===== src/rtl/ds_spread_pkg.sv =====
package ds_spread_pkg;
  localparam int unsigned CHIPS_PER_BIT = 7;
  localparam int unsigned WORD_W        = 8;
  localparam int unsigned N_USERS       = 2;
  localparam int unsigned LFSR_W        = 3;

  function automatic logic [LFSR_W-1:0] user_seed(input int unsigned u);
    return (u == 0) ? 3'b110 : 3'b111;
  endfunction
endpackage


===== src/rtl/spread_timer.sv =====
module spread_timer #(
  parameter int unsigned CHIPS  = 7,
  parameter int unsigned BITS   = 8,
  localparam int unsigned CW    = $clog2(CHIPS),
  localparam int unsigned BW    = $clog2(BITS)
) (
  input  logic          clk_i,
  input  logic          rst_ni,
  output logic [CW-1:0] chip_idx_o,
  output logic          bit_last_o,
  output logic          frame_last_o
);
  logic [BW-1:0] bit_idx_q;

  assign bit_last_o   = (chip_idx_o == CW'(CHIPS - 1));
  assign frame_last_o = bit_last_o && (bit_idx_q == BW'(BITS - 1));

  always_ff @(posedge clk_i or negedge rst_ni) begin
    if (!rst_ni) begin
      chip_idx_o <= '0;
      bit_idx_q  <= '0;
    end else if (bit_last_o) begin
      chip_idx_o <= '0;
      bit_idx_q  <= frame_last_o ? '0 : bit_idx_q + 1'b1;
    end else begin
      chip_idx_o <= chip_idx_o + 1'b1;
    end
  end
endmodule


===== src/rtl/pn_lfsr3.sv =====
module pn_lfsr3 #(
  parameter logic [2:0] SEED = 3'b110
) (
  input  logic       clk_i,
  input  logic       rst_ni,
  output logic [2:0] state_o,
  output logic       chip_o
);
  // a(n+3) = a(n+1) ^ a(n); state = {a(n), a(n+1), a(n+2)}
  always_ff @(posedge clk_i or negedge rst_ni) begin
    if (!rst_ni) state_o <= SEED;
    else         state_o <= {state_o[1], state_o[0], state_o[2] ^ state_o[1]};
  end

  assign chip_o = state_o[2];
endmodule


===== src/rtl/piso_source.sv =====
module piso_source #(
  parameter int unsigned W = 8
) (
  input  logic         clk_i,
  input  logic         rst_ni,
  input  logic [W-1:0] word_i,
  input  logic         load_i,
  input  logic         bit_last_i,
  input  logic         frame_last_i,
  output logic         data_o
);
  logic [W-1:0] shift_q, pend_q;
  logic         pend_v_q;

  always_ff @(posedge clk_i or negedge rst_ni) begin
    if (!rst_ni) begin
      shift_q  <= '0;
      pend_q   <= '0;
      pend_v_q <= 1'b0;
    end else begin
      if (frame_last_i) begin
        // strobe on the reload cycle bypasses the pending register
        shift_q  <= load_i ? word_i : (pend_v_q ? pend_q : '0);
        pend_v_q <= 1'b0;
      end else begin
        if (bit_last_i) shift_q <= {shift_q[W-2:0], 1'b0};
        if (load_i) begin
          pend_q   <= word_i;
          pend_v_q <= 1'b1;
        end
      end
    end
  end

  assign data_o = shift_q[W-1];
endmodule


===== src/rtl/ds_spread_tx.sv =====
module ds_spread_tx
  import ds_spread_pkg::*;
#(
  parameter int unsigned W     = WORD_W,
  localparam int unsigned NU   = N_USERS,
  localparam int unsigned SUMW = $clog2(NU + 1),
  localparam int unsigned CW   = $clog2(CHIPS_PER_BIT)
) (
  input  logic            clk_i,
  input  logic            rst_ni,
  input  logic [W-1:0]    word_a_i,
  input  logic            load_a_i,
  input  logic [W-1:0]    word_b_i,
  input  logic            load_b_i,
  output logic            spread_a_o,
  output logic            spread_b_o,
  output logic [SUMW-1:0] sum_o,
  output logic            bit_start_o
);
  logic [CW-1:0] chip_idx;
  logic          bit_last, frame_last;
  logic [W-1:0]  word    [NU];
  logic [NU-1:0] load;
  logic [NU-1:0] chip, data_bit, spread_d, spread_q;
  logic [2:0]    lfsr_state [NU];
  logic [SUMW-1:0] sum_d;

  assign word[0] = word_a_i;
  assign word[1] = word_b_i;
  assign load    = {load_b_i, load_a_i};

  spread_timer #(.CHIPS(CHIPS_PER_BIT), .BITS(W)) u_timer (
    .clk_i       (clk_i),
    .rst_ni      (rst_ni),
    .chip_idx_o  (chip_idx),
    .bit_last_o  (bit_last),
    .frame_last_o(frame_last)
  );

  for (genvar u = 0; u < NU; u++) begin : g_user
    pn_lfsr3 #(.SEED(user_seed(u))) u_pn (
      .clk_i  (clk_i),
      .rst_ni (rst_ni),
      .state_o(lfsr_state[u]),
      .chip_o (chip[u])
    );
    piso_source #(.W(W)) u_src (
      .clk_i       (clk_i),
      .rst_ni      (rst_ni),
      .word_i      (word[u]),
      .load_i      (load[u]),
      .bit_last_i  (bit_last),
      .frame_last_i(frame_last),
      .data_o      (data_bit[u])
    );
    assign spread_d[u] = chip[u] ^ data_bit[u];
  end

  always_comb begin
    sum_d = '0;
    for (int u = 0; u < NU; u++) sum_d = sum_d + SUMW'(spread_d[u]);
  end

  always_ff @(posedge clk_i or negedge rst_ni) begin
    if (!rst_ni) begin
      spread_q    <= '0;
      sum_o       <= '0;
      bit_start_o <= 1'b0;
    end else begin
      spread_q    <= spread_d;
      sum_o       <= sum_d;
      bit_start_o <= (chip_idx == '0);
    end
  end

  assign spread_a_o = spread_q[0];
  assign spread_b_o = spread_q[1];
endmodule


===== config.mk =====
export PLATFORM = sky130hd
export DESIGN_NAME = ds_spread_tx
export DESIGN_NICKNAME = d
export VERILOG_FILES = /design/src/rtl/ds_spread_pkg.sv /design/src/rtl/spread_timer.sv /design/src/rtl/pn_lfsr3.sv /design/src/rtl/piso_source.sv /design/src/rtl/ds_spread_tx.sv
export SDC_FILE = /design/constraint.sdc
export NUM_CORES = 1
export LEC_CHECK = 0
export BUFFER_PORTS_ARGS = -buffer_cell sky130_fd_sc_hd__buf_2
export CORE_ASPECT_RATIO = 0.8
export CORE_MARGIN = 3
export CORE_UTILIZATION = 40
export DETAILED_ROUTE_END_ITERATION = 16
export PLACE_DENSITY_LB_ADDON = 0.1
export SKIP_CTS_REPAIR_TIMING = 1
export SYNTH_ARGS = -nofsm -noshare
export SYNTH_HDL_FRONTEND = slang
export SYNTH_SLANG_ARGS = --single-unit

===== constraint.sdc =====
create_clock -name clk_i -period 1.7 [get_ports clk_i]
set_clock_uncertainty 0.05 [all_clocks]
set_input_delay 0.255 -clock clk_i [delete_from_list [all_inputs] [get_ports clk_i]]
set_output_delay 0.255 -clock clk_i [all_outputs]
set_load 0.01 [all_outputs]

# == Yosys cells after proc, flatten, opt, wreduce, memory -nomap -nowiden ==
# Cells that the tools add are included.
# W data, S select, Z words.
# op_classes
n_addsub,3
n_eq_ne,2
mux,14
bitwise,5
n_reduce_logical,7
# op_table
cell,count
$mux W8,8
$add A3 B1 Y3 const B,2
$eq A3 B3 Y1 const B,2
$mux W3,2
$reduce_bool A2 Y1,3
$mux W1,4
$reduce_and A2 Y1,2
$xor A1 B1 Y1,4
$logic_not A3 Y1,1
$add A1 B1 Y2,1
$logic_and A1 B1 Y1,1
$not A1 Y1,1
# word_totals
register_bits,51
inputBits,20
out_inout_bits,5
elab_cells,44

# == Longest topological paths before layout ==
# depth
word_depth,4
mapped_depth,6
mapped_depth_nobuf,5

# == Modules after synthesis ==
# Synthesis repeated with hierarchy kept, for this count alone.
# hier_totals
hier_cells,172
hier_area_um2,2391.0
# modules_own_cells
module,instances,cells_each,area_each_um2,seq_area_each_um2
piso_source,2,65,869.6,425.4
spread_timer,1,23,297.8,150.1
ds_spread_tx,1,9,165.2,125.1
pn_lfsr3 (g_user[1].u_pn),1,5,95.1,78.8
pn_lfsr3 (g_user[0].u_pn),1,5,93.8,77.6

# == Least setup slack after synthesis ==
# OpenSTA, ideal clock, no wires.
# synth_timing
kind,register -> register
from,register u_timer.bit_idx_q[0]
to,register g_user[0].u_src.pend_q[0]
setup_time_ns,0.125
t_arrival_ns,1.363
required_ns,1.525
slack_ns,0.162
path_stages_with_launch,6
path_buffers,0
synth_period_minus_slack_ns,1.538
cell_sequence,dfrtp_1 ha_1 ha_1 nand4b_4 nand2_4 mux2_2
# synth_between
elab_chain_cells,4
# synth_rtl
item,line_no,text
from (decl),spread_timer.sv:13,logic [BW-1:0] bit_idx_q;
from (signal assigned),spread_timer.sv:24,bit_idx_q <= frame_last_o ? '0 : bit_idx_q + 1'b1;
$eq A3 B3 Y1,spread_timer.sv:16,assign frame_last_o = bit_last_o && (bit_idx_q == BW'(BITS - 1));
$logic_and A1 B1 Y1,spread_timer.sv:16,
$not A1 Y1 (no source line),n/a,
$reduce_and A2 Y1 (no source line),n/a,
to (signal assigned),piso_source.sv:28,pend_q <= word_i;
to (decl),piso_source.sv:12,"logic [W-1:0] shift_q, pend_q;"
# Every way passes these cells.
# A chain may end at the register's enable or synchronous reset.

# == Final worst setup path ==
# layout_timing
from,register u_timer.bit_idx_q[0]
to,register g_user[0].u_src.pend_q[2]
# The elaborated chain is that of the path after synthesis.

==> results.json <==
{
  "power.leakage_nw": 1.28,
  "max_freq_ghz": 0.621,
  "p_per_area_mw_per_mm2": 848,
  "start_util": 0.429,
  "slew_viol_final": 0,
  "critPathLaunchType": "flip-flop",
  "synth_nets": 220,
  "utilization": 0.494,
  "arrival_ps": 1750,
  "n_antenna_cell": 0,
  "rsz0062_at_grt": "no",
  "drt_wl_total_um": 3970,
  "grt_pass1_wl_um": 6850,
  "cts_buffers": 5,
  "antenna_left": 0,
  "vias": 1496,
  "grt_pass1_vias": 1453,
  "max-vdd-ir-drop_uv": 399,
  "critPathLaunch": "u_timer.bit_idx_q[0]$_DFFE_PN0N_",
  "path_cells": "ha_1 > ha_2 > nand4b_4 > nand2_4 > mux2_2",
  "synth-seq-cells": 51,
  "crit_type": "reg -> reg",
  "area_growth_pct": 15.1,
  "required_ps": 1840,
  "gp_congestion": 0.753,
  "seq_area_frac_synth": 0.574,
  "setup_viol_count_final": 0,
  "insertion_delay_ps": 310,
  "grt_start_max_net_pins": 52,
  "cts_tree": "done",
  "fin_area_mm2": 0.00257,
  "min_period_ps": 1610,
  "ios": 25,
  "core_area_mm2": 0.00521,
  "rows": 23,
  "ys.warnings.count": 0,
  "place.port_buffers": 24,
  "drtIter0Drc": 103,
  "path_buf_inv": 0,
  "clk_path_buf_depth": 2,
  "r2r-start": "u_timer.bit_idx_q[0]$_DFFE_PN0N_",
  "max_slew_margin": 0.778,
  "die_h_um": 72.9,
  "finalNonFillerCells": 299,
  "place_area_mm2": 0.00245,
  "run_status": "finished clean",
  "synth_area_mm2": 0.00223,
  "wire_per_inst_um": 13.3,
  "dp_cells": 288,
  "slowest_delay_ps": 370,
  "dieArea_mm2": 0.00652,
  "clock-root-buffer": "clkbuf_8",
  "first_pass_iters": 4,
  "maxCapViolCount": 0,
  "cp-end-kind": "flip-flop",
  "cp_top_family": "flip-flops",
  "cts_max_level": 2,
  "min_from": "word_b_i[4]",
  "drive_above_1_share": 0.290,
  "period_share": 0.947,
  "worstPathMaxFanout": 8,
  "antenna_found_initial": 0,
  "synth.avg_cell_area_um2": 11.3,
  "cts_sinks": 51,
  "nets": 246,
  "fp.dieW_um": 89.6,
  "detailed_place_hpwl_um": 2830,
  "grt_overflow": 0,
  "hold_viol": 0,
  "route.detailed.drc": 0,
  "hp-class": "in -> reg",
  "grt.total_usage": 0.139,
  "viasPerCell": 5.00,
  "power_mw": 2.18,
  "worst_pin_slew_ps": 334,
  "path_clk_slew_ps": 100,
  "synth.distinct_cells": 24,
  "syn_inst": 197,
  "critPathSlowestCell": "dfrtp_1",
  "tns_ps": 0
}
## cells in the mapped netlist, drive strengths merged
cell type / count / area, µm²
o21a: 2 / 15.0
nand2b: 2 / 12.5
nand3b: 1 / 20.0
mux2i: 1 / 10.0
xor2: 4 / 35.0
a21o: 1 / 7.51
a21oi: 3 / 15.0
nand4b: 1 / 23.8
inv: 1 / 3.75
and3b: 2 / 17.5
mux2: 17 / 191
ha: 3 / 37.5
buf: 7 / 35.0
nand2: 33 / 139
nor2: 28 / 105
or2b: 1 / 7.51
nor3: 2 / 10.0
o211ai: 14 / 105
dfrtp: 46 / 1150
clkbuf: 5 / 18.8
a22o: 14 / 123
dfstp: 5 / 131
o21ai: 4 / 20.0
## final cells by class
| type | count | area [µm²] |
|---|---|---|
| clock inverter | 3 | 26.3 |
| tap | 75 | 93.8 |
| timing repair buffer | 31 | 200 |
| multi-input combinational | 133 | 897 |
| inverter | 1 | 3.75 |
| clock buffer | 5 | 68.8 |
| sequential | 51 | 1280 |
| fill | 471 | 2640 |
## flip-flops by register name, indices dropped and copies added, names as in the netlist
register,cells
bit_start_o,1
u_timer.chip_idx_o,3
g_user.u_src.pend_q,16
g_user.u_src.shift_q,16
spread_q,2
sum_o,2
g_user.u_pn.state_o,6
u_timer.bit_idx_q,3
g_user.u_src.pend_v_q,2
## where the power goes
group | switching, mW | internal, mW
Combinational | 0.0916 | 0.0858
Sequential | 0.0175 | 1.25
Clock | 0.433 | 0.304
Total | 0.543 | 1.64
## per-stage QoR
step	hold WS, ps	setup slack (ps)
after CTS	-126	19.9
after global routing	142	9.63
final	142	89.4
after global placement	212	100
after detailed placement	215	32.5
after floorplan	-90.6	162
## per-layer routing
metal	global-route usage	share of wire
met5	0	0
met4	0.0413	0.010
met3	0.0350	0.053
met2	0.200	0.45
met1	0.206	0.49
## cell families (layout without fill, tap and decap cells)
kind of cell / count (synthesis) / after routing / share of synthesized area
buffers and inverters: 13 / 40 / 0.0258
XOR/XNOR: 4 / 4 / 0.0157
flip-flops: 51 / 51 / 0.574
AND/OR/NAND/NOR: 70 / 70 / 0.150
adder cells (fa/ha/maj): 3 / 3 / 0.0168
AO/OA/AOI/OAI: 38 / 38 / 0.128
multiplexers: 18 / 18 / 0.0901
## cells in the final DEF (no fill, tap or decap), drive strengths merged
| cell | count |
|---|---|
| nand4b | 1 |
| o211ai | 14 |
| nor3 | 2 |
| buf | 30 |
| a21oi | 3 |
| nand2 | 33 |
| clkbuf | 5 |
| nand2b | 2 |
| dfrtp | 46 |
| ha | 3 |
| nor2 | 28 |
| dfstp | 5 |
| and3b | 2 |
| dlygate4sd3 | 1 |
| nand3b | 1 |
| or2b | 1 |
| xor2 | 4 |
| mux2i | 1 |
| a22o | 14 |
| inv | 3 |
| clkinv | 1 |
| o21a | 2 |
| o21ai | 4 |
| a21o | 1 |
| mux2 | 17 |
## path summary, 6_finish.rpt
kind	slack (ps)	to	cells past startpoint
worst min register to register	310	g_user[1].u_pn.state_o[1]$_DFF_PN1_	0
worst max-delay path	90	g_user[0].u_src.pend_q[2]$_DFFE_PN0P_	5
max in group asynchronous	930	g_user[0].u_pn.state_o[2]$_DFF_PN1_	3
worst min-delay path	140	g_user[1].u_src.pend_q[4]$_DFFE_PN0P_	2
min in group asynchronous	400	sum_o[1]$_DFF_PN0_	3
worst max register to register	90	g_user[0].u_src.pend_q[2]$_DFFE_PN0P_	5
## worst register-to-register path, cell delays in order, from the launching register on
cell	delay, ps
dfrtp_1	370
ha_1	150
ha_2	220
nand4b_4	180
nand2_4	170
mux2_2	350
Note: power is estimated with default switching activity, not from simulation.
